<file path="config.mk">
export PLATFORM = sky130hd
export DESIGN_NAME = irq_front_end
export DESIGN_NICKNAME = d
export VERILOG_FILES = /design/src/rtl/irq_fe_pkg.sv /design/src/rtl/irq_sync.sv /design/src/rtl/intr_level_qual.sv /design/src/rtl/nmi_edge_qual.sv /design/src/rtl/irq_front_end.sv
export SDC_FILE = /design/constraint.sdc
export NUM_CORES = 1
export LEC_CHECK = 0
export ABC_AREA = 0
export ABC_CLOCK_PERIOD_IN_PS = 3170
export CELL_PAD_IN_SITES_DETAIL_PLACEMENT = 0
export CELL_PAD_IN_SITES_GLOBAL_PLACEMENT = 1
export CORE_UTILIZATION = 50
export DETAILED_ROUTE_END_ITERATION = 10
export DONT_BUFFER_PORTS = 1
export MAX_ROUTING_LAYER = met4
export PLACE_DENSITY = 0.87
export SLEW_MARGIN = 20
export SYNTH_ARGS = -nofsm -noshare
export SYNTH_HDL_FRONTEND = slang
export SYNTH_SLANG_ARGS = --single-unit
</file>
<file path="constraint.sdc">
create_clock -name clk -period 3.17 [get_ports clk]
set_clock_uncertainty 0.2 [all_clocks]
set_input_delay 0.317 -clock clk [delete_from_list [all_inputs] [get_ports clk]]
set_output_delay 0.317 -clock clk [all_outputs]
set_load 0.01 [all_outputs]
</file>
<file path="src/rtl/irq_fe_pkg.sv">
package irq_fe_pkg;
  typedef enum logic [2:0] {
    ST_IDLE,
    ST_ARM,
    ST_ACK1,
    ST_ACK2,
    ST_PEND
  } fe_state_t;

  localparam int NMI_VECTOR_VALUE = 2;
endpackage

</file>
<file path="src/rtl/irq_sync.sv">
module irq_sync #(
  parameter int STAGES = 2
) (
  input  logic clk,
  input  logic rst_n,
  input  logic d,
  output logic q
);
  logic [STAGES-1:0] chain_q;

  always_ff @(posedge clk or negedge rst_n) begin
    if (!rst_n) chain_q[0] <= 1'b0;
    else        chain_q[0] <= d;
  end

  for (genvar i = 1; i < STAGES; i++) begin : g_stage
    always_ff @(posedge clk or negedge rst_n) begin
      if (!rst_n) chain_q[i] <= 1'b0;
      else        chain_q[i] <= chain_q[i-1];
    end
  end

  assign q = chain_q[STAGES-1];
endmodule

</file>
<file path="src/rtl/intr_level_qual.sv">
module intr_level_qual #(
  parameter int LEAD = 2
) (
  input  logic clk,
  input  logic rst_n,
  input  logic level_s,
  output logic level_ok
);
  localparam int CW = $clog2(LEAD + 1);

  logic [CW-1:0] run_q;

  function automatic logic [CW-1:0] bump(input logic [CW-1:0] v);
    return (v == CW'(LEAD)) ? v : v + 1'b1;
  endfunction

  always_ff @(posedge clk or negedge rst_n) begin
    if (!rst_n)        run_q <= '0;
    else if (!level_s) run_q <= '0;
    else               run_q <= bump(run_q);
  end

  assign level_ok = level_s && (run_q == CW'(LEAD));
endmodule

</file>
<file path="src/rtl/nmi_edge_qual.sv">
module nmi_edge_qual #(
  parameter int MIN_LOW  = 4,
  parameter int MIN_HIGH = 4
) (
  input  logic clk,
  input  logic rst_n,
  input  logic pin_s,
  output logic edge_ok
);
  localparam int LW = $clog2(MIN_LOW + 1);
  localparam int HW = $clog2(MIN_HIGH + 1);

  logic [LW-1:0] low_q;
  logic [HW-1:0] high_q;

  function automatic logic [LW-1:0] bump_low(input logic [LW-1:0] v);
    return (v == LW'(MIN_LOW)) ? v : v + 1'b1;
  endfunction

  function automatic logic [HW-1:0] bump_high(input logic [HW-1:0] v);
    return (v == HW'(MIN_HIGH)) ? v : v + 1'b1;
  endfunction

  always_ff @(posedge clk or negedge rst_n) begin
    if (!rst_n) begin
      low_q  <= '0;
      high_q <= '0;
    end else if (!pin_s) begin
      high_q <= '0;
      low_q  <= (high_q != '0) ? LW'(1) : bump_low(low_q);
    end else begin
      high_q <= bump_high(high_q);
    end
  end

  // low_q keeps the length of the preceding low run during a high run
  assign edge_ok = pin_s && (high_q == HW'(MIN_HIGH - 1)) && (low_q == LW'(MIN_LOW));
endmodule

</file>
<file path="src/rtl/irq_front_end.sv">
module irq_front_end
  import irq_fe_pkg::*;
#(
  parameter int SYNC_STAGES  = 2,
  parameter int INTR_LEAD    = 2,
  parameter int NMI_MIN_LOW  = 4,
  parameter int NMI_MIN_HIGH = 4,
  parameter int VEC_W        = 8
) (
  input  logic             clk,
  input  logic             rst_n,
  input  logic             intr_in,
  input  logic             nmi_in,
  input  logic             ie_flag,
  input  logic             insn_boundary,
  input  logic             bus_free,
  input  logic             bus_ready,
  input  logic [VEC_W-1:0] bus_data,
  input  logic             irq_taken,
  output logic             inta_active,
  output logic             inta_second,
  output logic             lock_out,
  output logic             irq_pending,
  output logic             irq_from_nmi,
  output logic [VEC_W-1:0] irq_vector
);
  localparam int NPINS = 2;
  localparam logic [VEC_W-1:0] NMI_VEC = VEC_W'(NMI_VECTOR_VALUE);

  logic [NPINS-1:0] raw_pins;
  logic [NPINS-1:0] sync_pins;
  logic intr_s, nmi_s;
  logic intr_ok, nmi_fire;
  logic nmi_held_q;
  logic start_nmi, start_intr, cancel_arm, nmi_clear;
  logic in_idle, in_arm, in_ack;
  fe_state_t state_q, state_d;
  logic [VEC_W-1:0] vec_q;
  logic from_nmi_q, lock_q;

  assign raw_pins = {nmi_in, intr_in};

  for (genvar p = 0; p < NPINS; p++) begin : g_sync
    irq_sync #(.STAGES(SYNC_STAGES)) u_sync (
      .clk  (clk),
      .rst_n(rst_n),
      .d    (raw_pins[p]),
      .q    (sync_pins[p])
    );
  end

  assign intr_s = sync_pins[0];
  assign nmi_s  = sync_pins[1];

  intr_level_qual #(.LEAD(INTR_LEAD)) u_intr_qual (
    .clk     (clk),
    .rst_n   (rst_n),
    .level_s (intr_s),
    .level_ok(intr_ok)
  );

  nmi_edge_qual #(.MIN_LOW(NMI_MIN_LOW), .MIN_HIGH(NMI_MIN_HIGH)) u_nmi_qual (
    .clk    (clk),
    .rst_n  (rst_n),
    .pin_s  (nmi_s),
    .edge_ok(nmi_fire)
  );

  assign in_idle    = (state_q == ST_IDLE);
  assign in_arm     = (state_q == ST_ARM);
  assign in_ack     = (state_q == ST_ACK1) || (state_q == ST_ACK2);
  assign start_nmi  = in_idle && insn_boundary && nmi_held_q;
  assign start_intr = in_idle && insn_boundary && !nmi_held_q && ie_flag && intr_ok;
  assign cancel_arm = in_arm && !intr_s;
  assign nmi_clear  = (state_q == ST_PEND) && from_nmi_q && irq_taken;

  always_comb begin
    state_d = state_q;
    unique case (state_q)
      ST_IDLE: begin
        if (start_nmi)       state_d = ST_PEND;
        else if (start_intr) state_d = ST_ARM;
      end
      ST_ARM: begin
        if (cancel_arm)    state_d = ST_IDLE;
        else if (bus_free) state_d = ST_ACK1;
      end
      ST_ACK1: if (bus_ready) state_d = ST_ACK2;
      ST_ACK2: if (bus_ready) state_d = ST_PEND;
      ST_PEND: if (irq_taken) state_d = ST_IDLE;
      default: state_d = ST_IDLE;
    endcase
  end

  always_ff @(posedge clk or negedge rst_n) begin
    if (!rst_n) begin
      state_q    <= ST_IDLE;
      vec_q      <= '0;
      from_nmi_q <= 1'b0;
      lock_q     <= 1'b0;
      nmi_held_q <= 1'b0;
    end else begin
      state_q <= state_d;
      lock_q  <= (state_d == ST_ACK1) || (state_d == ST_ACK2);
      if (start_nmi) begin
        vec_q      <= NMI_VEC;
        from_nmi_q <= 1'b1;
      end else if ((state_q == ST_ACK2) && bus_ready) begin
        vec_q      <= bus_data;
        from_nmi_q <= 1'b0;
      end
      if (nmi_clear)                   nmi_held_q <= 1'b0;
      else if (nmi_fire && !nmi_held_q) nmi_held_q <= 1'b1;
    end
  end

  assign inta_active  = in_ack;
  assign inta_second  = (state_q == ST_ACK2);
  assign lock_out     = lock_q;
  assign irq_pending  = (state_q == ST_PEND);
  assign irq_from_nmi = from_nmi_q;
  assign irq_vector   = vec_q;
endmodule

</file>
# After elaboration in Yosys (flattened, before gate mapping)
# Index checks and enable logic that the tools add are counted.
# op_classes
n_addsub	3
n_eq_ne	13
muxes	20
bitwise	1
reduce_logical	22
# ops
cell	n
$mux W3	11
$mux W8	2
$eq A3 B2 Y1 const B	5
$pmux W3 S5	1
$logic_and A1 B1 Y1	13
$eq A3 B3 Y1 const B	3
$add A3 B1 Y3 const B	2
$mux W1	4
$mux W2	2
$ne A2 B2 Y1 const B	2
$reduce_bool A2 Y1	2
$eq A3 B1 Y1 const B	1
$logic_not A3 Y1	1
$reduce_bool A3 Y1	1
$add A2 B1 Y2 const B	1
$eq A2 B2 Y1 const B	1
$logic_not A1 Y1	2
$logic_or A1 B1 Y1	2
$ne A2 B1 Y1 const B	1
$reduce_and A2 Y1	1
$not A1 Y1	1
# totals
reg_bits	26
word_cells	71

# Logic depth before layout (Yosys ltp)
# logic_depth
word_depth	10
depth_mapped	5
ltp_nobuf	5

# Modules after synthesis
# From an unflattened synthesis, not the netlist that was laid out.
# hier_totals
cells_unflattened	115
area_unflattened_um2	1206.2
# by_module_without_submodules
module	instances	cells_per_inst	area_per_inst_um2
irq_front_end	1	63	639.4
nmi_edge_qual	1	38	356.6
intr_level_qual	1	10	110.1
irq_sync	2	2	50.0

# Worst setup path before layout
# OpenSTA, ideal clock, no wires.
# synth_path
path_type	register to output
from	reg state_q[1]
to	out inta_second
t_arrival_ps	872
slack_ps	1781
path_stages_with_launch	4
path_buffers	1
cell_sequence	dfrtp_1 -> buf_4 -> nor2b_1 -> and2_1
# synth_via
elab_chain_len	1
# synth_lines
element	line_no	rtl
start, declared	irq_front_end.sv:37	fe_state_t state_q, state_d;
start signal, assigned	irq_front_end.sv:103	state_q <= state_d;
$eq A3 B2 Y1	irq_front_end.sv:118	assign inta_second = (state_q == ST_ACK2);
end, declared	irq_front_end.sv:21	output logic inta_second,
# Every way passes these cells.

# Worst setup path in the final report
# Same ends and word-level chain as after synthesis.

==> results_dict.tcl <==
set metrics [dict create \
    outcome "finished clean" \
    vias 856 \
    layout_commonest_cell "dfrtp_1" \
    h-tree-depth 1 \
    period_share_pct 58.83 \
    crit_fanout 8 \
    layout.cells.non_filler 155 \
    dieArea_sq_um 2555 \
    powerDensity_nw_per_um2 763.3 \
    max-clock-path-buffers 2 \
    slowest_stage "dfrtp_1" \
    routedWlPerCell_microns 15.37 \
    required_ns 2.65 \
    slew_headroom_pct 72.30 \
    most-common-layout-cells "dfrtp_1, nand2_1, dlygate4sd3_1, a21oi_1, inv_1" \
    cts_tree "built" \
    grt_pass1_vias 882 \
    synth_cell_types 30 \
    root_buffer "clkbuf_4" \
    worstSkewPairLatency_ns 0.33 \
    cp.arrival_ns 1.35 \
    hp-class "in2reg" \
    diodes 0 \
    finalSetupTns_ns 0 \
    grt-ovfl-total 0 \
    track_usage_pct 22.56 \
    period_needed_ns 1.865 \
    crit_chain "nor2b_1 > and2_1" \
    fp.dieH_microns 50.55 \
    max_freq_mhz 536.2 \
    syn_inst 111 \
    antenna_found_initial 0 \
    maxCapViolCount 0 \
    area_growth_pct 19.21 \
    pin_count 30 \
    initial_utilization_pct 53.28 \
    finalWirelength_microns 2383 \
    crit_type "reg2out" \
    syn_avg_cell_area_sq_um 10.62 \
    synth_nets 134 \
    p_leak_uw 0.0006502 \
    worst_setup_path_end_kind "output port" \
    firstDrtPassIters 4 \
    grt_pass1_wl_microns 3988 \
    ys_seq_area_share_pct 55.20 \
    routabilityCongestion 0.7114 \
    setup_viol 0 \
    drtIter0Drc 23 \
    final_area_sq_um 1405 \
    rsz0062_at_grt "no" \
    place_area_sq_um 1182 \
    nets 151 \
    cts.clk_slew.worst_paths_ns 0.15 \
    synthesis.area_sq_um 1179 \
    cts_setup_buffers 0 \
    final_layout_size_suffix_gt1_share_pct 4.724 \
    crit_path_start_kind "flop" \
    numCtsBuffers 3 \
    dp_cells 135 \
    fp-row-count 17 \
    worstMarginPinSlew_ns 0.4133 \
    crit_path_max_incr_delay_ns 0.51 \
    clock_sinks 26 \
    fillers 197 \
    power_uw 1073 \
    critPathBufInv 0 \
    drc 0 \
    synth_seq_cells 26 \
    grt_start_max_net_pins 27 \
    core_sq_um 2212 \
    ys.warnings.count 0 \
    detail-route-antenna-nets 0 \
    hp-start "bus_free" \
    cts-resized-gates 0 \
    viasPerCell 5.523 \
    hpwl_microns 1540 \
    drv_slew 0 \
    die_x_microns 50.55 \
    io_buffers 0 \
    vdd_drop_max_mv 0.5364 \
    crit_start "state_q[1]" \
    r2r_start "u_nmi_qual.high_q[0]" \
    hold_viol_final 0 \
    critical_path.top_delay_family "simple AND/OR/NAND/NOR gates" \
]
[cells in the mapped netlist]
cell type  number  share of area [%]
buf_2           1               0.42
mux2i_1         1               0.85
o21bai_1        1               0.64
a211o_1         1               0.74
nand2_1        22                7.0
nand3b_1        1               0.64
buf_4           2                1.3
and4b_1         3                2.5
nor4bb_1        1               0.85
nand4b_1        2                1.5
a21o_1          1               0.64
and2_1          5                2.7
a22o_1          1               0.74
a41oi_1         1               0.74
nor2_2          1               0.53
inv_1           8                2.5
ha_1            6                6.4
dfrtp_1        26                 55
xnor2_1         2                1.5
a41o_1          1               0.85
xor2_1          1               0.74
nand2b_1        1               0.53
buf_6           1               0.96
nor2b_1         1               0.53
a31oi_1         1               0.53
a211oi_1        1               0.64
a21boi_0        1               0.64
o21ai_0         1               0.42
a21oi_1        14                5.9
nand3_1         2               0.85
[timing repair]
item                       CTS  global route
setup endpoints to repair    0             0
hold buffers                16             0
hold endpoints to repair    41             0
[worst paths after layout]
| path | endpoint | slack [ns] | cells past startpoint |
|---|---|---|---|
| setup / recovery | inta_second | 1.31 | 2 |
| hold / removal | state_q[0] | 0.03 | 3 |
| setup reg to reg | u_nmi_qual.low_q[1] | 1.59 | 5 |
| hold reg to reg | g_sync[0].u_sync.q | 0.17 | 0 |
| max in group asynchronous | u_nmi_qual.high_q[1] | 2.42 | 2 |
| min in group asynchronous | lock_out | 0.20 | 2 |
[per-stage QoR]
| step | utilization [%] | hold slack [ns] | setup WS (ns) |
|---|---|---|---|
| 2_1_floorplan | - | -0.1786 | 1.781 |
| 3_3_place_gp | 53.45 | -0.1781 | 1.704 |
| 3_5_place_dp | 53.45 | -0.1781 | 1.611 |
| 4_1_cts | 63.52 | 0.01966 | 1.313 |
| 5_1_grt | 63.52 | 0.03211 | 1.204 |
| 6_report | 63.52 | 0.02919 | 1.305 |
[registers in the layout (all words and copies together) (netlist names)]
name / cells
g_sync.u_sync.chain_q: 2
irq_vector: 8
state_q: 3
lock_out: 1
g_sync.u_sync.q: 2
u_nmi_qual.high_q: 3
nmi_held_q: 1
u_nmi_qual.low_q: 3
irq_from_nmi: 1
u_intr_qual.run_q: 2
[worst register-to-register path, delay by kind of cell, from the launching register on]
| kind | cells | cell delay [ns] |
|---|---|---|
| adder cells (fa/ha/maj) | 1 | 0.21 |
| buffers and inverters | 1 | 0.10 |
| AO/OA/AOI/OAI | 2 | 0.52 |
| flip-flops | 1 | 0.42 |
| AND/OR/NAND/NOR | 1 | 0.09 |
[cells by family (layout without fill, tap and decap cells)]
| logic type | Yosys count | in the layout | share of synthesized area, % |
|---|---|---|---|
| xor+xnor | 3 | 3 | 2.230 |
| simple gates | 39 | 39 | 17.62 |
| compound gates | 24 | 24 | 12.53 |
| mux | 1 | 1 | 0.8493 |
| flops | 26 | 26 | 55.20 |
| fa+ha+maj | 6 | 6 | 6.369 |
| buf+inv | 12 | 28 | 5.201 |
[routing by layer]
layer  track usage [%]  share of wire (%)  up-vias
li1                  -                  -      410
met1             24.70                 43      420
met2             38.89                 50       22
met3             5.455                4.7        4
met4             9.722                1.8        0
met5                 -                  0        -
[final cells by class]
cell class                      instances  area (sq um)  area share [%]
Tap cell                               28         35.03           2.493
Clock buffer                            3         22.52           1.603
Multi-Input combinational cell         73         466.7           33.21
Clock inverter                          1         30.03           2.137
Timing Repair Buffer                   16         170.2           12.11
Sequential cell                        26         650.6           46.30
Inverter                                8         30.03           2.137
[report_power, final]
| part | switching [uW] | internal (uW) |
|---|---|---|
| clock network | 102 | 128 |
| registers | 104 | 426 |
| logic | 159 | 153 |
No activity file was read; power rests on OpenSTA's default activity.
